`config.mk`:
```
export PLATFORM = sky130hd
export DESIGN_NAME = uart_fifo_trig_ctrl
export DESIGN_NICKNAME = d
export VERILOG_FILES = /design/src/rtl/uart_trig_pkg.sv /design/src/rtl/trig_regs.sv /design/src/rtl/trig_lookup.sv /design/src/rtl/tx_irq_ctrl.sv /design/src/rtl/uart_fifo_trig_ctrl.sv
export SDC_FILE = /design/constraint.sdc
export NUM_CORES = 1
export LEC_CHECK = 0
export ABC_AREA = 0
export BUFFER_PORTS_ARGS = -buffer_cell sky130_fd_sc_hd__buf_2
export CAP_MARGIN = 20
export CORE_MARGIN = 2
export CORE_UTILIZATION = 49
export CTS_CLUSTER_DIAMETER = 120
export DETAILED_ROUTE_END_ITERATION = 8
export PLACE_DENSITY_LB_ADDON = 0.25
export REMOVE_ABC_BUFFERS = 1
export SETUP_SLACK_MARGIN = 0.4
export SKIP_LAST_GASP = 1
export SYNTH_ARGS = -nofsm -noshare
export SYNTH_HDL_FRONTEND = slang
export SYNTH_HIERARCHICAL = 1
export SYNTH_SLANG_ARGS = --single-unit
export TNS_END_PERCENT = 100
```
`constraint.sdc`:
```
create_clock -name clk -period 2.5 [get_ports clk]
set_input_delay 0.5 -clock clk [delete_from_list [all_inputs] [get_ports clk]]
set_output_delay 0.5 -clock clk [all_outputs]
set_load 0.05 [all_outputs]
```
`src/rtl/uart_trig_pkg.sv`:
```
package uart_trig_pkg;

  typedef enum logic [1:0] {
    SEL_FIFO_CTRL = 2'd0,
    SEL_FEATURE   = 2'd1,
    SEL_UNLOCK    = 2'd2,
    SEL_TRIGGER   = 2'd3
  } reg_sel_e;

  typedef enum logic [1:0] {
    TBL_LEGACY = 2'd0,
    TBL_MID    = 2'd1,
    TBL_DEEP   = 2'd2,
    TBL_PROG   = 2'd3
  } tbl_e;

  function automatic logic [7:0] fixed_rx_level(tbl_e tbl, logic [1:0] code);
    logic [7:0] v;
    unique case (tbl)
      TBL_LEGACY: v = (code == 2'd0) ? 8'd1 : (code == 2'd1) ? 8'd4 :
                      (code == 2'd2) ? 8'd8 : 8'd14;
      TBL_MID:    v = (code == 2'd0) ? 8'd8 : (code == 2'd1) ? 8'd16 :
                      (code == 2'd2) ? 8'd24 : 8'd28;
      TBL_DEEP:   v = (code == 2'd0) ? 8'd8 : (code == 2'd1) ? 8'd16 :
                      (code == 2'd2) ? 8'd56 : 8'd60;
      default:    v = 8'd1;
    endcase
    return v;
  endfunction

  function automatic logic [7:0] fixed_tx_level(tbl_e tbl, logic [1:0] code);
    logic [7:0] v;
    unique case (tbl)
      TBL_LEGACY: v = 8'd1;
      TBL_MID:    v = (code == 2'd0) ? 8'd16 : (code == 2'd1) ? 8'd8 :
                      (code == 2'd2) ? 8'd24 : 8'd30;
      TBL_DEEP:   v = (code == 2'd0) ? 8'd8 : (code == 2'd1) ? 8'd16 :
                      (code == 2'd2) ? 8'd32 : 8'd56;
      default:    v = 8'd1;
    endcase
    return v;
  endfunction

endpackage

```
`src/rtl/trig_regs.sv`:
```
module trig_regs
  import uart_trig_pkg::*;
#(
  parameter int DEPTH = 128,
  localparam int CNT_W = $clog2(DEPTH + 1)
) (
  input  logic             clk,
  input  logic             rst,
  input  logic             wr_en,
  input  logic [1:0]       wr_sel,
  input  logic [7:0]       wr_data,
  output logic [1:0]       rx_code,
  output logic [1:0]       tx_code,
  output logic             dma_bit,
  output tbl_e             tbl_sel,
  output logic             unlock,
  output logic [CNT_W-1:0] rx_prog,
  output logic [CNT_W-1:0] tx_prog
);

  logic             prog_to_tx;
  logic [CNT_W-1:0] prog_val;

  always_comb begin
    if (wr_data == 8'd0)
      prog_val = CNT_W'(1);
    else if (int'(wr_data) > DEPTH)
      prog_val = CNT_W'(DEPTH);
    else
      prog_val = CNT_W'(wr_data);
  end

  always_ff @(posedge clk) begin
    if (rst) begin
      rx_code    <= '0;
      tx_code    <= '0;
      dma_bit    <= 1'b0;
      tbl_sel    <= TBL_LEGACY;
      prog_to_tx <= 1'b0;
      unlock     <= 1'b0;
      rx_prog    <= CNT_W'(1);
      tx_prog    <= CNT_W'(1);
    end else if (wr_en) begin
      unique case (reg_sel_e'(wr_sel))
        SEL_FIFO_CTRL: begin
          rx_code <= wr_data[7:6];
          dma_bit <= wr_data[3];
          if (unlock) tx_code <= wr_data[5:4];
        end
        SEL_FEATURE: begin
          tbl_sel    <= tbl_e'(wr_data[5:4]);
          prog_to_tx <= wr_data[7];
        end
        SEL_UNLOCK: unlock <= wr_data[4];
        SEL_TRIGGER: begin
          if (prog_to_tx) tx_prog <= prog_val;
          else            rx_prog <= prog_val;
        end
        default: ;
      endcase
    end
  end

endmodule

```
`src/rtl/trig_lookup.sv`:
```
module trig_lookup
  import uart_trig_pkg::*;
#(
  parameter int DEPTH = 128,
  localparam int CNT_W = $clog2(DEPTH + 1)
) (
  input  tbl_e             tbl_sel,
  input  logic [1:0]       rx_code,
  input  logic [1:0]       tx_code,
  input  logic [CNT_W-1:0] rx_prog,
  input  logic [CNT_W-1:0] tx_prog,
  output logic [CNT_W-1:0] rx_lvl,
  output logic [CNT_W-1:0] tx_lvl
);

  logic [1:0][CNT_W-1:0] lvl;
  logic [1:0][1:0]       code;
  logic [1:0][CNT_W-1:0] prog;

  assign code = {tx_code, rx_code};
  assign prog = {tx_prog, rx_prog};

  for (genvar d = 0; d < 2; d++) begin : g_dir
    logic [7:0] fixed;
    if (d == 0) begin : g_rx
      assign fixed = fixed_rx_level(tbl_sel, code[d]);
    end else begin : g_tx
      assign fixed = fixed_tx_level(tbl_sel, code[d]);
    end
    assign lvl[d] = (tbl_sel == TBL_PROG) ? prog[d] : CNT_W'(fixed);
  end

  assign rx_lvl = lvl[0];
  assign tx_lvl = lvl[1];

endmodule

```
`src/rtl/tx_irq_ctrl.sv`:
```
module tx_irq_ctrl #(
  parameter int DEPTH = 128,
  localparam int CNT_W = $clog2(DEPTH + 1)
) (
  input  logic             clk,
  input  logic             rst,
  input  logic [CNT_W-1:0] tx_count,
  input  logic [CNT_W-1:0] tx_lvl,
  input  logic             tx_load,
  input  logic             tx_ack,
  output logic             tx_irq
);

  logic overfilled;
  logic cond;
  logic cond_q;

  assign cond = overfilled ? (tx_count < tx_lvl) : (tx_count == '0);

  always_ff @(posedge clk) begin
    if (rst) begin
      overfilled <= 1'b0;
      cond_q     <= 1'b1;
      tx_irq     <= 1'b0;
    end else begin
      cond_q <= cond;
      if (tx_count == '0)
        overfilled <= 1'b0;
      else if (tx_count > tx_lvl)
        overfilled <= 1'b1;
      if (tx_load || tx_ack)
        tx_irq <= 1'b0;
      else if (cond && !cond_q)
        tx_irq <= 1'b1;
    end
  end

endmodule

```
`src/rtl/uart_fifo_trig_ctrl.sv`:
```
module uart_fifo_trig_ctrl
  import uart_trig_pkg::*;
#(
  parameter int DEPTH = 128,
  localparam int CNT_W = $clog2(DEPTH + 1)
) (
  input  logic             clk,
  input  logic             rst,
  input  logic             wr_en,
  input  logic [1:0]       wr_sel,
  input  logic [7:0]       wr_data,
  input  logic [CNT_W-1:0] rx_count,
  input  logic [CNT_W-1:0] tx_count,
  input  logic             tx_load,
  input  logic             tx_ack,
  output logic [CNT_W-1:0] rx_level,
  output logic [CNT_W-1:0] tx_level,
  output logic             rx_irq,
  output logic             tx_irq,
  output logic             dma_mode
);

  logic [1:0]       rx_code;
  logic [1:0]       tx_code;
  tbl_e             tbl_sel;
  logic             unlock;
  logic [CNT_W-1:0] rx_prog;
  logic [CNT_W-1:0] tx_prog;
  logic [CNT_W-1:0] rx_lvl_cur;
  logic [CNT_W-1:0] tx_lvl_cur;

  trig_regs #(.DEPTH(DEPTH)) i_regs (
    .clk(clk), .rst(rst), .wr_en(wr_en), .wr_sel(wr_sel), .wr_data(wr_data),
    .rx_code(rx_code), .tx_code(tx_code), .dma_bit(dma_mode),
    .tbl_sel(tbl_sel), .unlock(unlock), .rx_prog(rx_prog), .tx_prog(tx_prog)
  );

  trig_lookup #(.DEPTH(DEPTH)) i_lookup (
    .tbl_sel(tbl_sel), .rx_code(rx_code), .tx_code(tx_code),
    .rx_prog(rx_prog), .tx_prog(tx_prog),
    .rx_lvl(rx_lvl_cur), .tx_lvl(tx_lvl_cur)
  );

  tx_irq_ctrl #(.DEPTH(DEPTH)) i_txirq (
    .clk(clk), .rst(rst), .tx_count(tx_count), .tx_lvl(tx_lvl_cur),
    .tx_load(tx_load), .tx_ack(tx_ack), .tx_irq(tx_irq)
  );

  always_ff @(posedge clk) begin
    if (rst) begin
      rx_level <= CNT_W'(1);
      tx_level <= CNT_W'(1);
      rx_irq   <= 1'b0;
    end else begin
      rx_level <= rx_lvl_cur;
      tx_level <= tx_lvl_cur;
      rx_irq   <= (rx_count >= rx_lvl_cur);
    end
  end

endmodule

```
==> metrics.md, run 1 <==
| Metric | Value |
|---|---|
| Required time worst endpoint | `between 2 and 3 ns` |
| Beginning of the critical path | `i_regs/tbl_sel[1]` |
| I/O pin count | `50` |
| Post-Layout Inst Area | `approximately 3100 sq um` |
| Final Hold Viols | `0` |
| Post-Syn Instances | `~260` |
| CTS tree | `done` |
| Mapped cell area | `2400 sq um` |
| Synth warnings | `6` |
| Clk_lat worst skew | `0.30 ns` |
| Placed Area | `2760 sq um` |
| Crit Path Max Fanout | `7` |
| Reg2reg end | `i_txirq/tx_irq` |
| Setup Crit Path Kind | `register to register` |
| Register clock-pin slew on the reported worst setup and hold paths | `around 0.080 ns` |
| Seq/Total Area, Yosys | `a little under two fifths` |
| Net switching power | `about 0.00038 W` |
| Max-cap violations | `0` |
| Slew Limit Fails | `0` |
| Met2 Usage GRT | `a little over a third` |
| Initial DRC count | `65` |
| Vias in the first global route | `about 1900` |
| PwrDens | `462 nW/um^2` |
| Vias per cell | `about 5.2` |
| Grt met1 use | `between 20% and 30%` |
| Die span in y | `around 74 microns` |
| Fmax | `397 MHz` |
| Ys async rst share | `0%` |
| ANT cells | `0` |
| Crit-path max cell delay | `0.43 ns` |
| Critical path's most frequent cell | `buf_6` |
| Die Wd | `73.9 microns` |
| CP max-delay cell | `or4_4` |
| Worst-case reg-to-reg path depth | `11` |
| Antenna violations before repair | `0` |
| Worst slew margin | `between 40% and 50%` |
| RSZ-0062 raised after global routing | `true` |
| Total number of vias | `between 2000 and 2500` |
| Global route overflow | `0` |
| Final worst slack | `-0.0181 ns` |
| CTS Root Cell | `clkbuf_8` |
| CP startpoint kind | `register` |
| DRC | `0` |
| Fillers | `around 380` |
| H-tree depth | `2` |
| Largest net degree at the start of global routing | `46` |
| GR Util All Layers | `~20%` |
| Worst path cell trace | `buf_6, ha_4, buf_6, buf_4, and2_1, inv_1, ha_1, a41oi_2, o21ai_2, or4_4, a2111oi_4` |
| Area of the die | `between 5000 and 6000 sq um` |
| Final ANT Viol Nets | `0` |
| Period minus WS final | `2.52 ns` |
| Fin crit share | `101%` |
| Crit path to | `i_txirq/tx_irq` |
| Seq pwr share | `between 50 and 60%` |
| TritonCTS Sinks | `45` |
| Hold-fix buffers at CTS | `0` |
| Commonest non-fill, non-tap cells in the layout | `buf_2 (49), dfxtp_1 (42), nor2_1 (29)` |
| Count of cell types in the netlist | `47` |
| Grt met3 use | `4.34%` |
| Syn avg cell area | `around 9.3 sq um` |
| Nets@finish | `approximately 380` |
| R2R Setup Slk | `-0.02 ns` |
| VDD IR-drop max | `approximately 0.00025 V` |
| Main synth FF type | `dfxtp_1` |
| Total iterations of the first detailed-routing run | `4` |
| Seq cells post-synth | `45` |
| Final WL | `between 5 and 6 mm` |
| FF-to-FF Start | `i_regs/tbl_sel[1]` |
| Gate power share | `between 15 and 20%` |
| Commonest non-fill, non-tap cell in the layout | `buf_2` |
| Port Buffers | `49` |
| Internal power | `approximately 0.0010 W` |
| Reg area | `a little over 900 sq um` |
| TNS Setup | `-0.0181 ns` |
| CTS Buf Count | `5` |
| Layout cells sized above 1 | `between 30% and 40%` |
| CP arrival | `between 2 and 3 ns` |
| Clock power share | `roughly 33%` |
| Status | `finished with violations` |
| EDFF count, synth | `0` |
| Failing checks | `setup timing` |
| HPWL Detailed | `3.69 mm` |
| Row count | `25` |
| Crit end category | `register` |
| Synthesis-to-layout area growth | `29.0%` |
| Leakage power | `approximately 1.3 nW` |
| Final setup vio count | `1` |
| Overall power | `roughly 0.0014 W` |
| HP Class | `input port to register` |
| Sw Share | `26.7%` |
| Fin Clk Skew | `0.00318 ns` |
| Initial Util | `between 50 and 60%` |
| CORE AREA | `roughly 4700 sq um` |
| First-pass GRT wire length | `8.27 mm` |
| Final GP Congestion | `0.801` |
| Area of the multi-input gates | `about 1500 sq um` |
| Avg WL per Cell | `~14 microns` |
| Busiest grt layer | `met2` |
| Clk buf depth | `2` |
| Worst Tran Pin Value | `between 0.8 and 0.9 ns` |
## worst min path at each step
stage	from	endpoint	slack (ns)	cells past startpoint
floorplan	i_regs/tx_prog[6]	i_regs/tx_prog[6]	0.43	2
global placement	i_regs/tx_prog[7]	i_regs/tx_prog[7]	0.44	2
detailed placement	i_regs/tx_prog[6]	i_regs/tx_prog[6]	0.45	2
CTS	tx_load	i_txirq/tx_irq	0.38	2
global route	tx_load	i_txirq/tx_irq	0.40	2
finish	tx_load	i_txirq/tx_irq	0.39	2
## cell type report
cell class | count | area share, %
clock buffer | 6 | 2.67
clock inverter | 1 | 0.243
inverter | 27 | 3.28
multi-input combinational | 176 | 49.1
sequential | 45 | 29.2
tap | 67 | 2.71
timing repair buffer | 67 | 12.8
## power groups by stage
stage | clock network (W) | registers [W] | logic, W
5_1_grt | 0.000502 | 0.000741 | 0.000243
3_3_place_gp | 0 | 0.000755 | 0.000183
4_1_cts | 0.000481 | 0.000739 | 0.000204
6_report | 0.000469 | 0.000739 | 0.000223
2_1_floorplan | 0 | 0.000773 | 0.0000879
3_5_place_dp | 0 | 0.000755 | 0.000187
## metal layers
layer  up-vias  wire (microns)  part of all wire [%]
met3         7             201                   3.8
li1       1018               -                     -
met5         -               0                     0
met1       957            2450                    46
met4         0              80                   1.5
met2        46            2570                    48
## critical path: cells and delay by family, from the launching register on
kind / cells / cell delay (ns)
adders and majority gates: 2 / 0.48
buffers and inverters: 4 / 0.42
and+or+nand+nor: 2 / 0.56
AOI/OAI and AO/OA: 3 / 0.60
DFF: 1 / 0.35
## logic make-up after synthesis
group	synth area share [%]
and+or+nand+nor	19.9
AOI/OAI and AO/OA	15.4
DFF	37.6
buffers and inverters	6.78
adders and majority gates	13.6
muxes	6.68
## state kept, by name (all words and copies together), names as in the netlist
signal	count
i_regs/rx_prog	8
i_regs/tx_prog	8
rx_level	8
tx_level	8
i_regs/rx_code	2
i_regs/tbl_sel	2
i_regs/tx_code	2
i_regs/dma_bit	1
i_regs/prog_to_tx	1
i_regs/unlock	1
i_txirq/cond_q	1
i_txirq/overfilled	1
i_txirq/tx_irq	1
rx_irq	1
## stage by stage
step | setup WS [ns] | utilization, % | hold WS (ns) | cells
after floorplan | -0.296 | - | 0.426 | 248
after global placement | -0.0969 | 58.5 | 0.439 | 377
after detailed placement | -0.105 | 58.5 | 0.446 | 377
after CTS | -0.0807 | 63.3 | 0.382 | 387
after global routing | -0.145 | 65.5 | 0.397 | 389
final | -0.0181 | 65.5 | 0.390 | 389
## repair_timing
item | 4_1_cts | 5_1_grt
buffers inserted | 3 | 2
endpoints found under the setup margin | 4 | 4
pin swaps | 13 | 10
gates resized for setup | 25 | 14
## synthesized netlist by cell type (2+ instances only)
cell	number	area, sq um
dfxtp_1	45	901
a22o_1	3	26.3
o31ai_1	4	30.0
buf_4	3	22.5
a211oi_1	2	15.0
nand3b_1	2	15.0
a21oi_1	14	70.1
o21ai_0	2	10.0
nor2_1	29	109
buf_6	2	22.5
nand2_1	18	67.6
nand2b_1	2	12.5
or2_2	2	12.5
nor4_1	3	18.8
clkbuf_1	3	11.3
and2_1	4	25.0
a21oi_2	2	17.5
nor2b_1	13	81.3
inv_1	27	101
a32o_1	4	40.0
o22ai_1	3	18.8
nand4_1	3	18.8
a31oi_1	2	12.5
o31ai_2	2	25.0
mux2i_1	16	160
ha_1	26	325
No activity file was read; power rests on OpenSTA's default activity.
==> run 2: changes to the inputs <==
--- a/config.mk
+++ b/config.mk
@@ -9,15 +9,15 @@
 export BUFFER_PORTS_ARGS = -buffer_cell sky130_fd_sc_hd__buf_2
 export CAP_MARGIN = 20
 export CORE_MARGIN = 2
-export CORE_UTILIZATION = 49
+export CORE_UTILIZATION = 48
 export CTS_CLUSTER_DIAMETER = 120
 export DETAILED_ROUTE_END_ITERATION = 8
 export PLACE_DENSITY_LB_ADDON = 0.25
 export REMOVE_ABC_BUFFERS = 1
 export SETUP_SLACK_MARGIN = 0.4
 export SKIP_LAST_GASP = 1
+export SLEW_MARGIN = 20
 export SYNTH_ARGS = -nofsm -noshare
 export SYNTH_HDL_FRONTEND = slang
-export SYNTH_HIERARCHICAL = 1
 export SYNTH_SLANG_ARGS = --single-unit
 export TNS_END_PERCENT = 100
==> run 2 against run 1 <==
The run still ends with setup timing left; non-clock buffer count grew 14; wire length grew 11%; clock power grew 41%; critical path depth is the same; maximum frequency shrank 2.6%; critical path type unchanged; critical endpoint is now i_txirq.tx_irq; largest cell class unchanged.
==> metrics.md, run 2 <==
| Metric | Value |
|---|---|
| DRC | `0 (unchanged)` |
| Worst path buffer plus inverter count | `2 (-2)` |
| Sw Share | `24.2% (-2.5 points)` |
| Total number of vias | `2115 (+4.3%)` |
| Failing checks | `setup timing` |
| Final Hold Viols | `0 (unchanged)` |
| Seq pwr share | `46.0% (-5.6 points)` |
| Clock power share | `40.9% (+8.1 points)` |
| Initial DRC count | `165 (+150%)` |
| Main synth FF type | `dfxtp_1` |
| Avg WL per Cell | `14.9 microns (+9.3%)` |
| Leading post-synthesis cells by cell area | `dfxtp_1 (40%), ha_1 (15%), nand2_1 (6.5%)` |
| Global route overflow | `0 (unchanged)` |
| Clk buf depth | `2 (unchanged)` |
| Nets@finish | `398 (+5.0%)` |
| PwrDens | `513 nW/um^2 (+11%)` |
| Post-Syn Instances | `261 (+1.6%)` |
| Worst path cell trace | `inv_2, buf_6, ha_4, and4b_1, a21oi_2, ha_1, nor2b_4, o211ai_2, a21oi_2, or4_4, a2111oi_4` |
| Clk_lat worst skew | `0.31 ns (about the same)` |
| Vias in the first global route | `1926 (+1.7%)` |
| First-pass GRT wire length | `8.80 mm (+6.5%)` |
| Final worst slack | `-0.0860 ns (-0.0679 ns)` |
| Antenna violations before repair | `0 (unchanged)` |
| Synth top area share | `39.7% (+2.2 points)` |
| H-tree depth | `2 (unchanged)` |
| Period minus WS final | `2.59 ns (+0.0679 ns)` |
| Hold-fix buffers at CTS | `0 (unchanged)` |
| Count of cell types in the netlist | `39 (-17%)` |
| Mapped cell area | `2270 sq um (-5.4%)` |
| Crit Path Max Fanout | `2 (-5)` |
| Total iterations of the first detailed-routing run | `4 (unchanged)` |
| Worst Tran Pin Value | `0.678 ns (-0.167 ns)` |
| Synth warnings | `0 (-6)` |
| Most frequent cell after synthesis | `dfxtp_1` |
| FF-to-FF Start | `i_regs.tbl_sel[1]` |
| CTS Buf Count | `5 (unchanged)` |
| Commonest non-fill, non-tap cell in the layout | `buf_2` |
| Seq cells post-synth | `45 (unchanged)` |
| Fillers | `353 (-5.9%)` |
| Status | `finished with violations` |
| RSZ-0062 raised after global routing | `true` |
| Internal power | `0.00122 W (+16%)` |
| CP max-delay cell | `or4_4` |
| HP Class | `input port to register` |
| Required time worst endpoint | `2.71 ns (about the same)` |
| Vias per cell | `5.35 (+2.7%)` |
| Initial Util | `49.0% (-1.8 points)` |
| Worst slew margin | `54.4% (+11 points)` |
| Setup Crit Path Kind | `register to register` |
| GR Util All Layers | `21.9% (+2.0 points)` |
| Final setup vio count | `1 (unchanged)` |
| ANT cells | `0 (unchanged)` |
| Fin Clk Skew | `0.00528 ns (+0.00210 ns)` |
| CP startpoint kind | `register` |
| Crit-path max cell delay | `0.49 ns (+0.06 ns)` |
| Fin crit share | `103% (+2.7 points)` |
| Layout cells sized above 1 | `37.0% (+0.93 points)` |
| Syn avg cell area | `8.69 sq um (-6.9%)` |
| CTS Root Cell | `clkbuf_8` |
| Min Hold Slack | `0.365 ns (-0.0250 ns)` |
| Die span in y | `72.7 microns (-1.6%)` |
| Dominant cell type by area after synthesis | `dfxtp_1` |
| TritonCTS Sinks | `45 (unchanged)` |
| VDD IR-drop max | `0.000326 V (+28%)` |
| Beginning of the critical path | `i_regs.tbl_sel[1]` |
| HPWL Detailed | `3.72 mm (+1.0%)` |
| Net switching power | `0.000390 W (+2.2%)` |
| I/O pin count | `50 (unchanged)` |
| Worst path top cell family by delay | `simple AND/OR/NAND/NOR gates` |
| Largest net degree at the start of global routing | `20 (-57%)` |
| Row count | `25 (unchanged)` |
| CORE AREA | `4630 sq um (-2.0%)` |
| Final WL | `5.88 mm (+11%)` |
| Synthesis-to-layout area growth | `38.3%` |
| Ys async rst share | `0% (unchanged)` |
| Post-placement cell count | `371 (-1.6%)` |
| Final GP Congestion | `0.917 (+14%)` |
| CP arrival | `2.80 ns (+0.08 ns)` |
| Critical path's most frequent cell | `a21oi_2` |
| CTS tree | `done` |
| Commonest non-fill, non-tap cells in the layout | `buf_2 (49), dfxtp_1 (41), nand2_1 (39)` |
| Max-cap violations | `0 (unchanged)` |
| Final Non-Filler Cells | `395 (+1.5%)` |
| Area of the die | `5290 sq um (-3.3%)` |
| Top cells by count, synth | `dfxtp_1 (45), nand2_1 (39), a21oi_1 (28), ha_1 (27), nor2_1 (27)` |
| EDFF count, synth | `0 (unchanged)` |
| Register clock-pin slew on the reported worst setup and hold paths | `0.08 ns (about the same)` |
| Hold Crit Start | `tx_load` |
| Die Wd | `72.7 microns (-1.6%)` |
| Seq/Total Area, Yosys | `39.7% (+2.2 points)` |
| Final ANT Viol Nets | `0 (unchanged)` |
| Crit end category | `register` |
| Port Buffers | `49 (unchanged)` |
| Gate power share | `13.1% (-2.5 points)` |
| Slew Limit Fails | `0 (unchanged)` |
| Fmax | `387 MHz (-2.6%)` |
| Leakage power | `1.33 nW (+0.72%)` |
[run 2: cell types whose count changed in the layout (fill, tap and decap cells not counted), moves of 3 or more]
cell,change
nand3_1,+3
nor2b_1,-6
a22o_1,-3
nor2_1,-3
ha_4,-6
buf_6,+12
a21oi_1,+11
ha_1,+6
inv_1,-12
nand2_1,+21
mux2i_1,-8
[run 2: logic make-up (layout without fill, tap and decap cells)]
group | Yosys count | after routing | synth area share (%)
simple gates | 105 | 105 | 22.5
compound gates | 53 | 53 | 15.2
flops | 45 | 45 | 39.7
fa+ha+maj | 27 | 27 | 14.9
buf+inv | 22 | 102 | 3.64
mux | 9 | 9 | 4.03
[run 2: power groups by stage]
stage | Clock [W] | Sequential [W] | Combinational, W
after global placement | 0 | 0.000755 | 0.000177
after CTS | 0.000664 | 0.000740 | 0.000197
after detailed placement | 0 | 0.000756 | 0.000181
after global routing | 0.000697 | 0.000742 | 0.000230
final | 0.000659 | 0.000740 | 0.000210
after floorplan | 0 | 0.000773 | 0.0000823
[run 2: repair_timing]
item	in CTS	in global routing
gates cloned	0	0
gates resized for setup	32	20
pin swaps	9	5
setup buffers	13	3
setup endpoints to repair	4	5
[run 2: final cells by class]
cell class / instances / area, sq um / area share (%)
clock buffers: 5 / 68.8 / 2.19
well taps: 54 / 67.6 / 2.15
repair buffers: 81 / 546 / 17.4
multi-input cells: 194 / 1430 / 45.7
flip-flops and latches: 45 / 906 / 28.9
clock inverters: 3 / 65.1 / 2.08
inverters: 13 / 48.8 / 1.56
[run 2: metal layers]
layer | GRT usage, % | routed length (microns) | vias up
li1 | - | - | 1057
met1 | 28.1 | 2440 | 981
met2 | 35.1 | 3010 | 63
met3 | 4.70 | 295 | 14
met4 | 10.3 | 131 | 0
met5 | 0 | 0 | -
[run 2: stage by stage]
| stage | cell area, sq um | TNS [ns] | utilization (%) | worst slack [ns] | power, W |
|---|---|---|---|---|---|
| 6_report | 3140 | -0.0860 | 67.7 | -0.0860 | 0.00161 |
| 5_1_grt | 3140 | -0.154 | 67.7 | -0.154 | 0.00167 |
| 4_1_cts | 3030 | -0.0238 | 65.5 | -0.0238 | 0.00160 |
| 3_5_place_dp | 2670 | -0.221 | 57.6 | -0.221 | 0.000936 |
| 3_3_place_gp | 2670 | -0.112 | 57.6 | -0.112 | 0.000933 |
| 2_1_floorplan | 2230 | -0.270 | - | -0.270 | 0.000855 |
[run 2: worst paths after layout]
path | endpoint | slack, ns | cells after the start
worst min register to register | i_regs.tx_prog[2] | 0.46 | 2
worst max register to register | i_txirq.tx_irq | -0.09 | 11
worst min-delay path | i_txirq.tx_irq | 0.36 | 2
worst max-delay path | i_txirq.tx_irq | -0.09 | 11
